## config.mk

```make
export PLATFORM = sky130hd
export DESIGN_NAME = pinmux_port16
export DESIGN_NICKNAME = d
export VERILOG_FILES = /design/src/rtl/pinmux_pkg.sv /design/src/rtl/pinmux_sync.sv /design/src/rtl/pinmux_regs.sv /design/src/rtl/pinmux_arb.sv /design/src/rtl/pinmux_rdmux.sv /design/src/rtl/pinmux_port16.sv
export SDC_FILE = /design/constraint.sdc
export NUM_CORES = 1
export LEC_CHECK = 0
export ABC_CLOCK_PERIOD_IN_PS = 3500
export BUFFER_PORTS_ARGS = -buffer_cell sky130_fd_sc_hd__buf_2
export CAP_MARGIN = 20
export CORE_MARGIN = 2
export CORE_UTILIZATION = 51
export CTS_BUF_LIST = sky130_fd_sc_hd__clkbuf_2 sky130_fd_sc_hd__clkbuf_4 sky130_fd_sc_hd__clkbuf_8
export DETAILED_ROUTE_END_ITERATION = 10
export GPL_TIMING_DRIVEN = 0
export PLACE_DENSITY = 0.88
export SYNTH_ARGS = -nofsm -noshare
export SYNTH_HDL_FRONTEND = slang
export SYNTH_SLANG_ARGS = --single-unit
```

## constraint.sdc

```tcl
create_clock -name clk -period 3.5 [get_ports clk]
set_input_delay 1.05 -clock clk [delete_from_list [all_inputs] [get_ports clk]]
set_output_delay 1.05 -clock clk [all_outputs]
set_load 0.02 [all_outputs]
```

## src/rtl/pinmux_pkg.sv

```systemverilog
package pinmux_pkg;
  localparam int NUM_HALVES = 2;
  localparam int SYNC_STAGES = 2;

  localparam logic [7:0] OFS_DAT_LO = 8'h50;
  localparam logic [7:0] OFS_DAT_HI = 8'h51;
  localparam logic [7:0] OFS_DIR_LO = 8'h52;
  localparam logic [7:0] OFS_DIR_HI = 8'h53;

  typedef enum logic [1:0] {
    OWN_GPIO = 2'd0,
    OWN_XBUS = 2'd1,
    OWN_SEG  = 2'd2
  } owner_e;
endpackage

```

## src/rtl/pinmux_sync.sv

```systemverilog
module pinmux_sync #(
  parameter int W      = 16,
  parameter int STAGES = 2
) (
  input  logic         clk,
  input  logic         rst_n,
  input  logic [W-1:0] din,
  output logic [W-1:0] dout
);
  logic [W-1:0] stg [STAGES];

  always_ff @(posedge clk or negedge rst_n) begin
    if (!rst_n) begin
      for (int k = 0; k < STAGES; k++) stg[k] <= '0;
    end else begin
      stg[0] <= din;
      for (int k = 1; k < STAGES; k++) stg[k] <= stg[k-1];
    end
  end

  assign dout = stg[STAGES-1];
endmodule

```

## src/rtl/pinmux_regs.sv

```systemverilog
module pinmux_regs
  import pinmux_pkg::*;
#(
  parameter int HALF_W = 8,
  parameter int ADDR_W = 8,
  localparam int PIN_W = NUM_HALVES * HALF_W
) (
  input  logic              clk,
  input  logic              rst_n,
  input  logic              reg_en,
  input  logic              reg_we,
  input  logic [ADDR_W-1:0] reg_addr,
  input  logic [HALF_W-1:0] reg_wdata,
  output logic [PIN_W-1:0]  dat_q,
  output logic [PIN_W-1:0]  dir_q
);
  logic wr;
  assign wr = reg_en & reg_we;

  for (genvar h = 0; h < NUM_HALVES; h++) begin : g_half
    localparam logic [ADDR_W-1:0] A_DAT = ADDR_W'(OFS_DAT_LO) + ADDR_W'(h);
    localparam logic [ADDR_W-1:0] A_DIR = ADDR_W'(OFS_DIR_LO) + ADDR_W'(h);

    always_ff @(posedge clk or negedge rst_n) begin
      if (!rst_n) begin
        dat_q[h*HALF_W +: HALF_W] <= '0;
        dir_q[h*HALF_W +: HALF_W] <= '0;
      end else if (wr) begin
        if (reg_addr == A_DAT) dat_q[h*HALF_W +: HALF_W] <= reg_wdata;
        if (reg_addr == A_DIR) dir_q[h*HALF_W +: HALF_W] <= reg_wdata;
      end
    end
  end
endmodule

```

## src/rtl/pinmux_arb.sv

```systemverilog
module pinmux_arb
  import pinmux_pkg::*;
#(
  parameter int PIN_W = 16
) (
  input  logic             seg_glb_en,
  input  logic [PIN_W-1:0] seg_pin_en,
  input  logic [PIN_W-1:0] seg_val,
  input  logic [PIN_W-1:0] xbus_en,
  input  logic [PIN_W-1:0] xbus_val,
  input  logic [PIN_W-1:0] dat_q,
  input  logic [PIN_W-1:0] dir_q,
  output logic [PIN_W-1:0] seg_own,
  output logic [PIN_W-1:0] pad_out,
  output logic [PIN_W-1:0] pad_oe,
  output logic [PIN_W-1:0] pad_pd
);
  for (genvar i = 0; i < PIN_W; i++) begin : g_pin
    owner_e own;

    always_comb begin
      if (seg_glb_en && seg_pin_en[i]) own = OWN_SEG;
      else if (xbus_en[i])             own = OWN_XBUS;
      else                             own = OWN_GPIO;
    end

    always_comb begin
      unique case (own)
        OWN_SEG: begin
          pad_out[i] = seg_val[i];
          pad_oe[i]  = 1'b1;
          pad_pd[i]  = 1'b0;
        end
        OWN_XBUS: begin
          pad_out[i] = xbus_val[i];
          pad_oe[i]  = 1'b1;
          pad_pd[i]  = 1'b0;
        end
        default: begin
          pad_out[i] = dat_q[i];
          pad_oe[i]  = dir_q[i];
          pad_pd[i]  = ~dir_q[i];
        end
      endcase
    end

    assign seg_own[i] = (own == OWN_SEG);
  end
endmodule

```

## src/rtl/pinmux_rdmux.sv

```systemverilog
module pinmux_rdmux
  import pinmux_pkg::*;
#(
  parameter int HALF_W = 8,
  parameter int ADDR_W = 8,
  localparam int PIN_W = NUM_HALVES * HALF_W
) (
  input  logic              reg_en,
  input  logic              reg_we,
  input  logic [ADDR_W-1:0] reg_addr,
  input  logic [PIN_W-1:0]  dat_q,
  input  logic [PIN_W-1:0]  dir_q,
  input  logic [PIN_W-1:0]  seg_own,
  input  logic [PIN_W-1:0]  pin_sync,
  output logic [HALF_W-1:0] reg_rdata
);
  logic [PIN_W-1:0] dat_view;

  // per pin: output -> stored bit, segment-held input -> 1, else pad level
  for (genvar i = 0; i < PIN_W; i++) begin : g_view
    assign dat_view[i] = dir_q[i] ? dat_q[i] : (seg_own[i] | pin_sync[i]);
  end

  always_comb begin
    reg_rdata = '0;
    if (reg_en && !reg_we) begin
      for (int h = 0; h < NUM_HALVES; h++) begin
        if (reg_addr == ADDR_W'(OFS_DAT_LO) + ADDR_W'(h))
          reg_rdata = dat_view[h*HALF_W +: HALF_W];
        if (reg_addr == ADDR_W'(OFS_DIR_LO) + ADDR_W'(h))
          reg_rdata = dir_q[h*HALF_W +: HALF_W];
      end
    end
  end
endmodule

```

## src/rtl/pinmux_port16.sv

```systemverilog
module pinmux_port16
  import pinmux_pkg::*;
#(
  parameter int HALF_W = 8,
  parameter int ADDR_W = 8,
  localparam int PIN_W = NUM_HALVES * HALF_W
) (
  input  logic              clk,
  input  logic              rst_n,
  input  logic              reg_en,
  input  logic              reg_we,
  input  logic [ADDR_W-1:0] reg_addr,
  input  logic [HALF_W-1:0] reg_wdata,
  output logic [HALF_W-1:0] reg_rdata,
  input  logic              seg_glb_en,
  input  logic [PIN_W-1:0]  seg_pin_en,
  input  logic [PIN_W-1:0]  seg_val,
  input  logic [PIN_W-1:0]  xbus_en,
  input  logic [PIN_W-1:0]  xbus_val,
  input  logic [PIN_W-1:0]  pad_in,
  output logic [PIN_W-1:0]  pad_out,
  output logic [PIN_W-1:0]  pad_oe,
  output logic [PIN_W-1:0]  pad_pd
);
  logic [PIN_W-1:0] dat_q, dir_q, seg_own, pin_sync;

  pinmux_regs #(.HALF_W(HALF_W), .ADDR_W(ADDR_W)) u_regs (
    .clk(clk), .rst_n(rst_n), .reg_en(reg_en), .reg_we(reg_we),
    .reg_addr(reg_addr), .reg_wdata(reg_wdata),
    .dat_q(dat_q), .dir_q(dir_q)
  );

  pinmux_sync #(.W(PIN_W), .STAGES(SYNC_STAGES)) u_sync (
    .clk(clk), .rst_n(rst_n), .din(pad_in), .dout(pin_sync)
  );

  pinmux_arb #(.PIN_W(PIN_W)) u_arb (
    .seg_glb_en(seg_glb_en), .seg_pin_en(seg_pin_en), .seg_val(seg_val),
    .xbus_en(xbus_en), .xbus_val(xbus_val),
    .dat_q(dat_q), .dir_q(dir_q), .seg_own(seg_own),
    .pad_out(pad_out), .pad_oe(pad_oe), .pad_pd(pad_pd)
  );

  pinmux_rdmux #(.HALF_W(HALF_W), .ADDR_W(ADDR_W)) u_rd (
    .reg_en(reg_en), .reg_we(reg_we), .reg_addr(reg_addr),
    .dat_q(dat_q), .dir_q(dir_q), .seg_own(seg_own), .pin_sync(pin_sync),
    .reg_rdata(reg_rdata)
  );
endmodule

```

Word level (Yosys, flattened, before mapping):

Index checks and enable logic that the tools add are counted.

* bits in registers: 64
* bits in latches: 0
* RAM bits: 0
* ROM bits: 0
* input bits: 101
* output and inout port bits: 56
* logic and storage cells: 214
* memories kept: 0

* $add $sub $neg: 0
* $mul: 0
* div/mod/pow operators: 0
* $lt $le $gt $ge: 0
* equal/unequal tests: 36
* shift operators: 0
* multiplexer cells: 101
* bitwise logic cells: 33
* reductions and logical operators: 38

Operator list (count)
* 1-bit 2-to-1 mux: 64
* 8-bit 2-to-1 mux: 5
* 2-bit by 1-bit equality test with 1-bit output, second input constant: 16
* 2-bit equality test, second input constant: 16
* 8-bit by 7-bit equality test with 1-bit output, second input constant: 4
* 2-bit 2-to-1 mux: 16
* 1-bit one-hot mux with 2 select lines: 16
* 2-bit OR reduction: 16
* 1-bit logical AND: 17
* 1-bit inverter: 16
* 1-bit bitwise OR: 16
* 2-bit AND reduction: 4
* 1-bit bitwise AND: 1
* 1-bit logical NOT: 1

Longest topological paths before layout:

Gate-level depths: netlist of run 1.

* depth in word-level cells: 10
* mapped depth: 5
* depth with buffers taken out: 3

Hierarchy:

From an unflattened synthesis of run 1, not the netlist that was laid out.

* cell total of the unflattened synthesis: 293
* area total of the unflattened synthesis: 3415.8 um^2

By module, submodules not included
* pinmux_regs: times used 1, cells each 73, area each 1332.5 um^2, sequential area each 800.8 um^2
* pinmux_sync: times used 1, cells each 48, area each 920.9 um^2, sequential area each 800.8 um^2
* pinmux_arb: times used 1, cells each 99, area each 660.6 um^2, sequential area each 0.0 um^2
* pinmux_rdmux: times used 1, cells each 73, area each 501.7 um^2, sequential area each 0.0 um^2

Worst setup path before layout of run 1:

No wires, ideal clock.

* kind: input to output
* start: in reg_addr[1]
* end: out reg_rdata[3]
* arrival: 2384 ps
* path slack: 66 ps
* stages: 4
* cells stage by stage: buf_4 -> clkbuf_1 -> or3_1 -> a311oi_1

* longest elaborated chain between the ends: 6
* elaborated cells between the ends (all ways): 9
* classes of those cells: eq/ne: 4; mux: 5

Ends and longest elaborated chain
* start: declaration: RTL line pinmux_port16.sv:12 `input logic [ADDR_W-1:0] reg_addr,`
* 8-bit by 7-bit equality test with 1-bit output: RTL line pinmux_rdmux.sv:28 `if (reg_addr == ADDR_W'(OFS_DAT_LO) + ADDR_W'(h))`
* 8-bit 2-to-1 mux: RTL line pinmux_rdmux.sv:28
* 8-bit 2-to-1 mux: RTL line pinmux_rdmux.sv:30 `if (reg_addr == ADDR_W'(OFS_DIR_LO) + ADDR_W'(h))`
* 8-bit 2-to-1 mux: RTL line pinmux_rdmux.sv:28
* 8-bit 2-to-1 mux (*): RTL line pinmux_rdmux.sv:30
* 8-bit 2-to-1 mux (*): RTL line pinmux_rdmux.sv:26 `if (reg_en && !reg_we) begin`
* end: declaration: RTL line pinmux_port16.sv:14 `output logic [HALF_W-1:0] reg_rdata,`

Mark *: on every way between the ends. The rest lies on a longest branch, timed or not.

Worst setup path in the final report of run 1:

* start: in reg_addr[3]
* end: out reg_rdata[3]

Same word-level chain as after synthesis.

==> impl_metrics.csv, run 1 <==
group,metric,value,unit
synthesis,synth_commonest_cells,"dfrtp_1, nand2_1, mux2_2, nor2_1, a21oi_1",
place,dp_hpwl,6.536,mm
place,placedCellCount,518,
run_status,status,"completed",
floorplan,start_util,52.53,%
global_route,grt_pass1_wl,12.79,mm
detailed_routing,first_pass_iters,4,
synthesis,synth_area_per_cell,10.77,µm²
synthesis,synth_most_common_cell,"dfrtp_1",
finish,drive_gt1_share,48.91,%
synthesis,syn_nets,388,
finish,finalInstanceArea,4187,µm²
critical_path,crit_type,"input port to output port",
sta,whs,0.3448,ns
clock_tree,htree_levels,3,
global_route,grt-ovfl-total,0,
sta,period_share,98.89,%
global_route,track_usage,26.42,%
clock_tree,ctsRootBufferMaster,"clkbuf_8",
synthesis,syn_area,3092,µm²
detailed_routing,drt-initial-drc-count,113,
finish,final_nets,554,
clock_tree,cts_buffers,9,
clock_tree,cts_tree,"done",
sta,maxSlewHeadroom,47.67,%
global_route,antenna_found_initial,0,
floorplan,core,5886,µm²
sta,finalCriticalPeriod,3.461,ns
clock_tree,cts.sinks,64,
finish,syn2layout_area_growth,35.41,%
critical_path,critPathLaunchType,"input port",
pwr,vdd_ir_drop_max,0.3855,mV
critical_path,cp.arrival,2.41,ns
critical_path,crit_path_frequent_cell,"buf_2",
synthesis,synth_flop_cell,"dfrtp_1",
synthesis,yosysWarnings,0,
finish,diodes,0,
detailed_routing,wl_per_cell,16.14,µm
place,io_buffers,155,
sta,fmax,0.2889,GHz
finish,finalNonFillerCells,533,
clock_tree,clock_path_buffers,2,
finish,fill_cells,461,
global_route,grt_pass1_vias,2705,
sta,max_slew.worst_pin.slew,0.7791,ns
pwr,p_leak,2.308,nW
sta,rsz0062_at_grt,"false",
critical_path,slowest_stage,"nor4b_2",
critical_path,critPathMaxStageDelay,0.41,ns
clock_tree,clk_pin_slew,0.06,ns
clock_tree,clock_latency,0.33,ns
critical_path,startpoint,"reg_addr[3]",
detailed_routing,via_count,2910,
synthesis,yosys.area.top_type_share,51.80,%
run,drv_cap,0,
floorplan,placementRows,28,
min_path,worstHoldStart,"u_sync.stg[30]",
place,gp_congestion,0.8061,
floorplan,io_pins,157,
floorplan,die_h,81.86,µm
detailed_routing,wirelength,8.602,mm
synthesis,synth_area_leaders,"dfrtp_1, mux2_2, mux2i_1",
floorplan,dieArea,6701,µm²
sta,hold_viol,0,
finish,final_util,71.13,%
synthesis,syn_inst,287,
critical_path,worstPathMaxFanout,8,
place,dpl_cell_area,3981,µm²
critical_path,cp_cell_sequence,"buf_2, nor4b_2, nand2_2, a311oi_1, buf_2",
pwr,powerDensity,401.3,nW/µm²
sta,setup_viol,0,
detailed_routing,drc,0,
critical_path,reg2reg_from,"u_regs.dir_q[13]",
clock_tree,cts_hold_buf,0,
floorplan,die_w,81.86,µm
synthesis,ys_seq_area_share,51.80,%
critical_path,endpoint_kind,"output port",
synthesis,synthArstFlopShare,100.0,%
synthesis,synth_edf_count,0,
sta,fin_skew,0.008222,ns
global_route,grt_max_degree,39,
critical_path,cp.required,2.45,ns
synthesis,synth_cell_types,29,
sta,slew_viol_final,0,
detailed_routing,ant_nets,0,
detailed_routing,routed_via_density,5.460,
min_path,hold_path_class,"flop to flop",
synthesis,yosys_register_bits,64,
synthesis,yosys.area.top_type,"dfrtp_1",
-- timing repair --
item                                    4_1_cts  5_1_grt
endpoints found under the setup margin       38        6
setup buffers                                 0        0
gates resized for setup                       6        5
-- final cells by class --
| class | instances | area, µm² | area share, % |
|---|---|---|---|
| Buffer | 7 | 48.80 | 1.166 |
| Tap cell | 75 | 93.84 | 2.241 |
| Clock inverter | 4 | 45.04 | 1.076 |
| Inverter | 18 | 67.56 | 1.614 |
| Multi-Input combinational cell | 197 | 1388 | 33.14 |
| Clock buffer | 12 | 146.4 | 3.497 |
| Sequential cell | 64 | 1602 | 38.25 |
| Timing Repair Buffer | 156 | 795.8 | 19.01 |
-- routing by layer --
metal	share of wire [%]	up-vias	routed length (µm)	global-route usage, %
met4	2.5	0	213	12.67
met1	40	1403	3420	31.53
met3	6.7	18	573	4.505
li1	-	1362	-	-
met5	0	-	0	0
met2	51	127	4394	46.18
-- power by group --
part	switching [W]	total [W]	leakage (nW)	internal (W)
Sequential	0.0000143	0.000783	0.817	0.000768
Combinational	0.000169	0.000290	1.39	0.000121
Clock	0.000258	0.000607	0.104	0.000349
-- metrics by stage --
stage	total power (W)	TNS [ns]	setup slack [ns]
2_1_floorplan	0.0009390	0	0.06590
3_3_place_gp	0.001072	-10.68	-0.4180
3_5_place_dp	0.001087	-11.63	-0.4207
4_1_cts	0.001699	0	0.03999
5_1_grt	0.001762	0	0.002972
6_report	0.001680	0	0.03875
-- path summary, 6_finish.rpt --
check	to	slack, ns	cells past startpoint
max	reg_rdata[3]	0.04	5
min	u_sync.dout[14]	0.34	0
max reg2reg	u_regs.dir_q[13]	2.69	1
min reg2reg	u_sync.dout[14]	0.34	0
max in group asynchronous	u_sync.dout[10]	2.17	2
min in group asynchronous	u_sync.stg[20]	0.72	1
-- cells by family (layout without fill, tap and decap cells) --
family,after synthesis,in the layout,share of synthesized area (%)
buffers and inverters,26,197,3.602
AOI/OAI and AO/OA,61,61,12.99
muxes,48,48,16.84
DFF,64,64,51.80
and+or+nand+nor,88,88,14.77
-- flip-flops by register name, summed over array words and instances, names as in the netlist --
signal and count:
u_sync.stg 16, u_sync.dout 16, u_regs.dir_q 16, u_regs.dat_q 16
-- critical path: cells and delay by family --
family / cells / cell delay (ns)
and+or+nand+nor: 2 / 0.67
AOI/OAI and AO/OA: 1 / 0.35
buffers and inverters: 2 / 0.34
-- cell usage in the layout (no fill, tap or decap), drive strengths merged --
cell,synthesis,layout
nor4b,1,1
nand2b,3,3
or4b,1,1
a21oi,24,24
dfrtp,64,64
bufinv,0,1
o211ai,5,5
and4b,1,1
nor4bb,1,1
nand2,33,33
o311a,6,6
or3,2,2
nor3,1,1
clkinv,1,4
or3b,8,8
a31oi,3,3
mux2i,16,16
clkbuf,7,17
o21ai,8,8
a211oi,5,5
nor2,32,32
a311oi,2,2
nand4b,1,1
mux2,32,32
inv,17,17
nand4,2,2
buf,1,158
nor4,2,2
a211o,8,8
Power figures use the tool's default switching activity.
==> run 2: changes to the inputs <==
Settings changed: ABC_CLOCK_PERIOD_IN_PS 3500 to 3200, CELL_PAD_IN_SITES_DETAIL_PLACEMENT set to 0, CELL_PAD_IN_SITES_GLOBAL_PLACEMENT set to 2, CORE_UTILIZATION 51 to 27, PLACE_DENSITY 0.88 to unset, PLACE_DENSITY_LB_ADDON set to 0.1.
Clock period 3.5 ns to 3.2 ns, I/O delays scaled along.
==> run 2 against run 1 <==
  * Cell count rose by 14%
  * Worst setup slack improved by 0.015 ns
  * First-iteration DRC count fell by 24%
  * Combinational power rose by 15%
  * Sequential cell count did not move
  * Sequential power rose by 9.3%
  * Clock power rose by 18%
  * Register-to-register slack got worse by 0.31 ns
  * Final area rose by 6.2%
  * Clock skew fell by 0.0017 ns
  * Critical endpoint is now reg_rdata[0]
==> impl_metrics.csv, run 2 (same netlist as run 1, synthesis figures left out) <==
group,metric,value,unit
critical_path,crit_type,"input port to output port",
finish,mostFrequentLayoutCells,"buf_2, dfrtp_1, nand2_1, nor2_1, mux2_2",
global_route,antenna_found_initial,1,
pwr,p_leak,2.373,nW
detailed_routing,drc,0,
sta,fin_skew,0.006554,ns
floorplan,io_pins,157,
sta,finalCriticalPeriod,3.146,ns
floorplan,die_h,111.0,µm
floorplan,start_util,27.43,%
global_route,grt_max_degree,65,
sta,setup_viol,0,
detailed_routing,ant_nets,0,
min_path,hold_path_class,"flop to flop",
clock_tree,htree_levels,3,
clock_tree,cts_hold_buf,0,
global_route,grt_pass1_wl,15.17,mm
clock_tree,clock_latency,0.33,ns
global_route,grt_pass1_vias,2812,
finish,final_common_cell,"buf_2",
critical_path,cp.required,2.24,ns
finish,drive_gt1_share,51.40,%
clock_tree,cts.sinks,64,
floorplan,die_w,111.0,µm
place,io_buffers,155,
sta,hold_viol,0,
sta,maxSlewHeadroom,45.27,%
critical_path,r2r_end,"u_regs.dir_q[13]",
detailed_routing,drt-initial-drc-count,86,
sta,fin_tns_setup,0,ns
sta,period_share,98.33,%
place,gp_congestion,0.6956,
critical_path,critPathLaunchType,"input port",
sta,max_slew.worst_pin.slew,0.8210,ns
critical_path,worstPathMaxFanout,8,
global_route,grt-ovfl-total,0,
run,drv_cap,0,
floorplan,placementRows,39,
finish,syn2layout_area_growth,43.87,%
pwr,vdd_ir_drop_max,0.1922,mV
clock_tree,clock_path_buffers,2,
pwr,powerDensity,428.4,nW/µm²
critical_path,ff2ff_setup_slack,2.38,ns
detailed_routing,wl_per_cell,15.97,µm
sta,slew_viol_final,0,
min_path,whs_path_depth,0,
sta,whs,0.3433,ns
sta,fmax,0.3178,GHz
floorplan,core,11270,µm²
finish,final_nets,561,
sta,rsz0062_at_grt,"true",
run_status,status,"completed",
min_path,worstHoldStart,"u_sync.stg[16]",
place,dp_hpwl,6.971,mm
clock_tree,ctsRootBufferMaster,"clkbuf_8",
critical_path,ff2ff_path_depth,1,
min_path,min_to,"u_sync.dout[0]",
clock_tree,cts_buffers,9,
floorplan,dieArea,12320,µm²
detailed_routing,routed_via_density,4.591,
clock_tree,clk_pin_slew,0.07,ns
clock_tree,cts_tree,"done",
critical_path,reg2reg_from,"u_regs.dir_q[13]",
critical_path,endpoint_kind,"output port",
detailed_routing,first_pass_iters,4,
detailed_routing,via_count,2796,
critical_path,cp.arrival,2.19,ns
detailed_routing,wirelength,9.728,mm
global_route,track_usage,15.87,%
run 2: changes by cell type in the layout (fill, tap and decap cells not counted), sizes merged:
| cell | previous run | this run |
|---|---|---|
| buf | 158 | 164 |
| clkbuf | 17 | 19 |
| clkinv | 4 | 3 |
| diode | 0 | 1 |
run 2: worst max-delay path: stages:
cell and delay, ns:
buf_4 0.13, buf_12 0.13, buf_4 0.15, or3b_2 0.44, o211ai_1 0.11, a211oi_2 0.11
buf_4 0.16
run 2: how the worst max path moves through the flow:
stage | cells after the start | slack, ns | end | start
after floorplan | 3 | -0.006 | reg_rdata[6] | reg_addr[3]
after global placement | 6 | -0.82 | pad_out[6] | seg_glb_en
after detailed placement | 6 | -0.83 | pad_out[15] | seg_glb_en
after CTS | 6 | 0.002 | reg_rdata[7] | seg_glb_en
after global routing | 7 | -0.02 | reg_rdata[6] | reg_addr[1]
final | 7 | 0.05 | reg_rdata[0] | reg_addr[1]
run 2: what timing repair did:
action                     4_1_cts  5_1_grt
gates cloned                     0        1
pin swaps                        2        4
setup buffers                    2        4
setup endpoints to repair       51       14
gates resized for setup         18       15
run 2: metrics by stage:
| step | total power [W] | std cells | utilization (%) | instance area [µm²] | setup slack [ns] |
|---|---|---|---|---|---|
| finish | 0.001906 | 609 | 39.46 | 4448 | 0.05351 |
| global route | 0.002010 | 608 | 39.44 | 4446 | -0.02414 |
| CTS | 0.001928 | 603 | 38.54 | 4344 | 0.001751 |
| detailed placement | 0.001191 | 585 | 36.03 | 4061 | -0.8322 |
| global placement | 0.001189 | 585 | 36.01 | 4059 | -0.8213 |
| floorplan | 0.001028 | 287 | - | 3104 | -0.005642 |
run 2: routing by layer:
| metal | global-route usage [%] | wire [µm] |
|---|---|---|
| met5 | 0 | 0 |
| met3 | 3.171 | 508 |
| met4 | 4.444 | 94 |
| met1 | 20.55 | 4302 |
| met2 | 27.12 | 4823 |
run 2: power breakdown:
| group | switching (W) | internal, W |
|---|---|---|
| combinational | 0.000191 | 0.000143 |
| sequential | 0.0000158 | 0.000840 |
| clock | 0.000299 | 0.000418 |
run 2: cell type report:
type / instances / area (µm²)
Antenna cell: 1 / 2.502
Buffer: 8 / 101.3
Timing Repair Buffer: 162 / 847.1
Tap cell: 143 / 178.9
Sequential cell: 64 / 1602
Clock buffer: 13 / 166.4
Fill cell: 1178 / 6824
Multi-Input combinational cell: 197 / 1443
Clock inverter: 3 / 40.04
Inverter: 18 / 67.56
==> run 3: changes to the inputs <==
Settings changed: CORE_UTILIZATION 27 to 26, CTS_BUF_LIST sky130_fd_sc_hd__clkbuf_2 sky130_fd_sc_hd__clkbuf_4 sky130_fd_sc_hd__clkbuf_8 to unset.
==> run 3 against run 2 <==
  * The flow now finishes with violations (design-rule violations)
  * Count of clock-buffer cells in the layout did not move
  * Sequential power barely moved
  * Register-to-register slack barely moved
  * Largest cell class unchanged
==> impl_metrics.csv, run 3 (same netlist as run 1, synthesis figures left out) <==
group,metric,value,unit
sta,setup_slack,0.06410,ns
pwr,vdd_ir_drop_max,0.2672,mV
global_route,grt_pass1_wl,15.43,mm
place,gp_congestion,0.7474,
global_route,grt-ovfl-total,0,
run_status,violations,"design-rule violations",
detailed_routing,routed_via_density,4.663,
global_route,antenna_found_initial,0,
place,post-place-ws,-0.7987,ns
sta,max_slew.worst_pin.slew,0.9535,ns
critical_path,cp.arrival,2.18,ns
clock_tree,clock_latency,0.34,ns
run,drv_cap,0,
critical_path,r2r_end,"u_regs.dir_q[11]",
critical_path,cp.required,2.24,ns
place,io_buffers,155,
finish,mostFrequentLayoutCells,"buf_2, dfrtp_1, nand2_1, nor2_1, mux2_2",
critical_path,cp-endpoint,"reg_rdata[5]",
critical_path,crit_type,"input port to output port",
global_route,track_usage,16.35,%
detailed_routing,via_count,2821,
sta,fmax,0.3189,GHz
floorplan,die_w,113.0,µm
sta,fin_skew,0.003372,ns
sta,slew_viol_final,0,
finish,fill_cells,1184,
critical_path,ff2ff_setup_slack,2.39,ns
finish,diodes,0,
clock_tree,cts_buffers,9,
clock_tree,htree_levels,3,
floorplan,die_h,113.0,µm
finish,syn2layout_area_growth,45.81,%
sta,period_share,98.00,%
finish,drive_gt1_share,49.13,%
critical_path,critPathLaunchType,"input port",
critical_path,cp_cell_sequence,"buf_2, buf_12, buf_4, or3b_2, o211ai_1, a211oi_1, buf_2",
place,dp_hpwl,7.168,mm
sta,setup_viol,0,
clock_tree,clk_pin_slew,0.05,ns
floorplan,start_util,26.85,%
clock_tree,cts_tree,"done",
sta,finalCriticalPeriod,3.136,ns
run_status,status,"complete, but fails checks",
detailed_routing,first_pass_iters,7,
pwr,p_leak,2.405,nW
detailed_routing,drc,11,
critical_path,startpoint,"reg_addr[1]",
pwr,powerDensity,495.8,nW/µm²
global_route,grt_pass1_vias,2796,
sta,hold_viol,0,
critical_path,worstPathMaxFanout,8,
sta,maxSlewHeadroom,35.96,%
floorplan,placementRows,39,
clock_tree,clock_path_buffers,2,
sta,fin_tns_setup,0,ns
detailed_routing,ant_nets,0,
critical_path,crit_path_frequent_cell,"buf_2",
global_route,grt_max_degree,65,
detailed_routing,wirelength,10.15,mm
floorplan,dieArea,12780,µm²
detailed_routing,wl_per_cell,16.77,µm
finish,final_common_cell,"buf_2",
critical_path,slowest_stage,"or3b_2",
critical_path,endpoint_kind,"output port",
critical_path,critPathMaxStageDelay,0.44,ns
clock_tree,cts_hold_buf,0,
clock_tree,cts.sinks,64,
floorplan,core,11520,µm²
floorplan,io_pins,157,
detailed_routing,drt-initial-drc-count,116,
finish,finalInstanceArea,4508,µm²
place,dpl_cell_area,4061,µm²
critical_path,reg2reg_from,"u_regs.dir_q[11]",
clock_tree,ctsRootBufferMaster,"clkbuf_16",
min_path,hold_path_class,"flop to flop",
critical_path,ff2ff_path_depth,1,
finish,final_nets,558,
-- run 3: cell types whose count changed in the layout (fill, tap and decap cells not counted), sizes merged --
cell    change
clkinv      -1
clkbuf      -1
buf         -2
diode       -1
bufinv      +1
-- run 3: report_power, final --
group / internal [W] / total [W] / switching (W)
Combinational: 0.000140 / 0.000329 / 0.000190
Sequential: 0.000842 / 0.000857 / 0.0000153
Clock: 0.000702 / 0.00105 / 0.000347
Total: 0.00168 / 0.00224 / 0.000552
-- run 3: worst min path at each step --
stage,from,slack (ns),end,cells after the start
floorplan,u_sync.stg[16],0.33,u_sync.dout[0],0
global placement,u_sync.stg[31],0.33,u_sync.dout[15],0
detailed placement,u_sync.stg[30],0.33,u_sync.dout[14],0
CTS,u_sync.stg[30],0.34,u_sync.dout[14],0
global route,u_sync.stg[30],0.35,u_sync.dout[14],0
finish,u_sync.stg[30],0.34,u_sync.dout[14],0
-- run 3: routing by layer --
layer,GRT usage [%],vias to the layer above,share of wire (%)
met5,0,-,0
met4,9.268,0,3.2
met3,3.642,18,6.6
met2,24.75,96,45
met1,21.62,1334,45
li1,-,1373,-
-- run 3: final cells by class --
cell class / instances / area, µm² / area share (%)
inverters: 18 / 67.56 / 1.499
multi-input cells: 197 / 1411 / 31.31
clock inverters: 3 / 65.06 / 1.443
clock buffers: 13 / 250.2 / 5.551
repair buffers: 159 / 832.0 / 18.46
plain buffers: 8 / 101.3 / 2.248
flip-flops and latches: 64 / 1602 / 35.53
well taps: 143 / 178.9 / 3.969
-- run 3: worst max-delay path, delay by kind of cell --
family                 cells  cell delay [ns]
buffers and inverters      4             0.59
AND/OR/NAND/NOR            1             0.44
AO/OA/AOI/OAI              2             0.20
-- run 3: metrics by stage --
stage | cells | power (W) | utilization [%] | hold slack, ns
floorplan | 287 | 0.001028 | - | 0.3312
global placement | 585 | 0.001189 | 35.25 | 0.3316
detailed placement | 585 | 0.001192 | 35.27 | 0.3347
CTS | 602 | 0.002264 | 38.67 | 0.3411
global route | 605 | 0.002328 | 39.15 | 0.3461
finish | 605 | 0.002235 | 39.15 | 0.3407
-- run 3: timing repair --
action	4_1_cts	5_1_grt
resized for setup	17	9
setup endpoints to repair	47	8
setup buffers	1	2
cloned	0	1
pin swaps	2	2
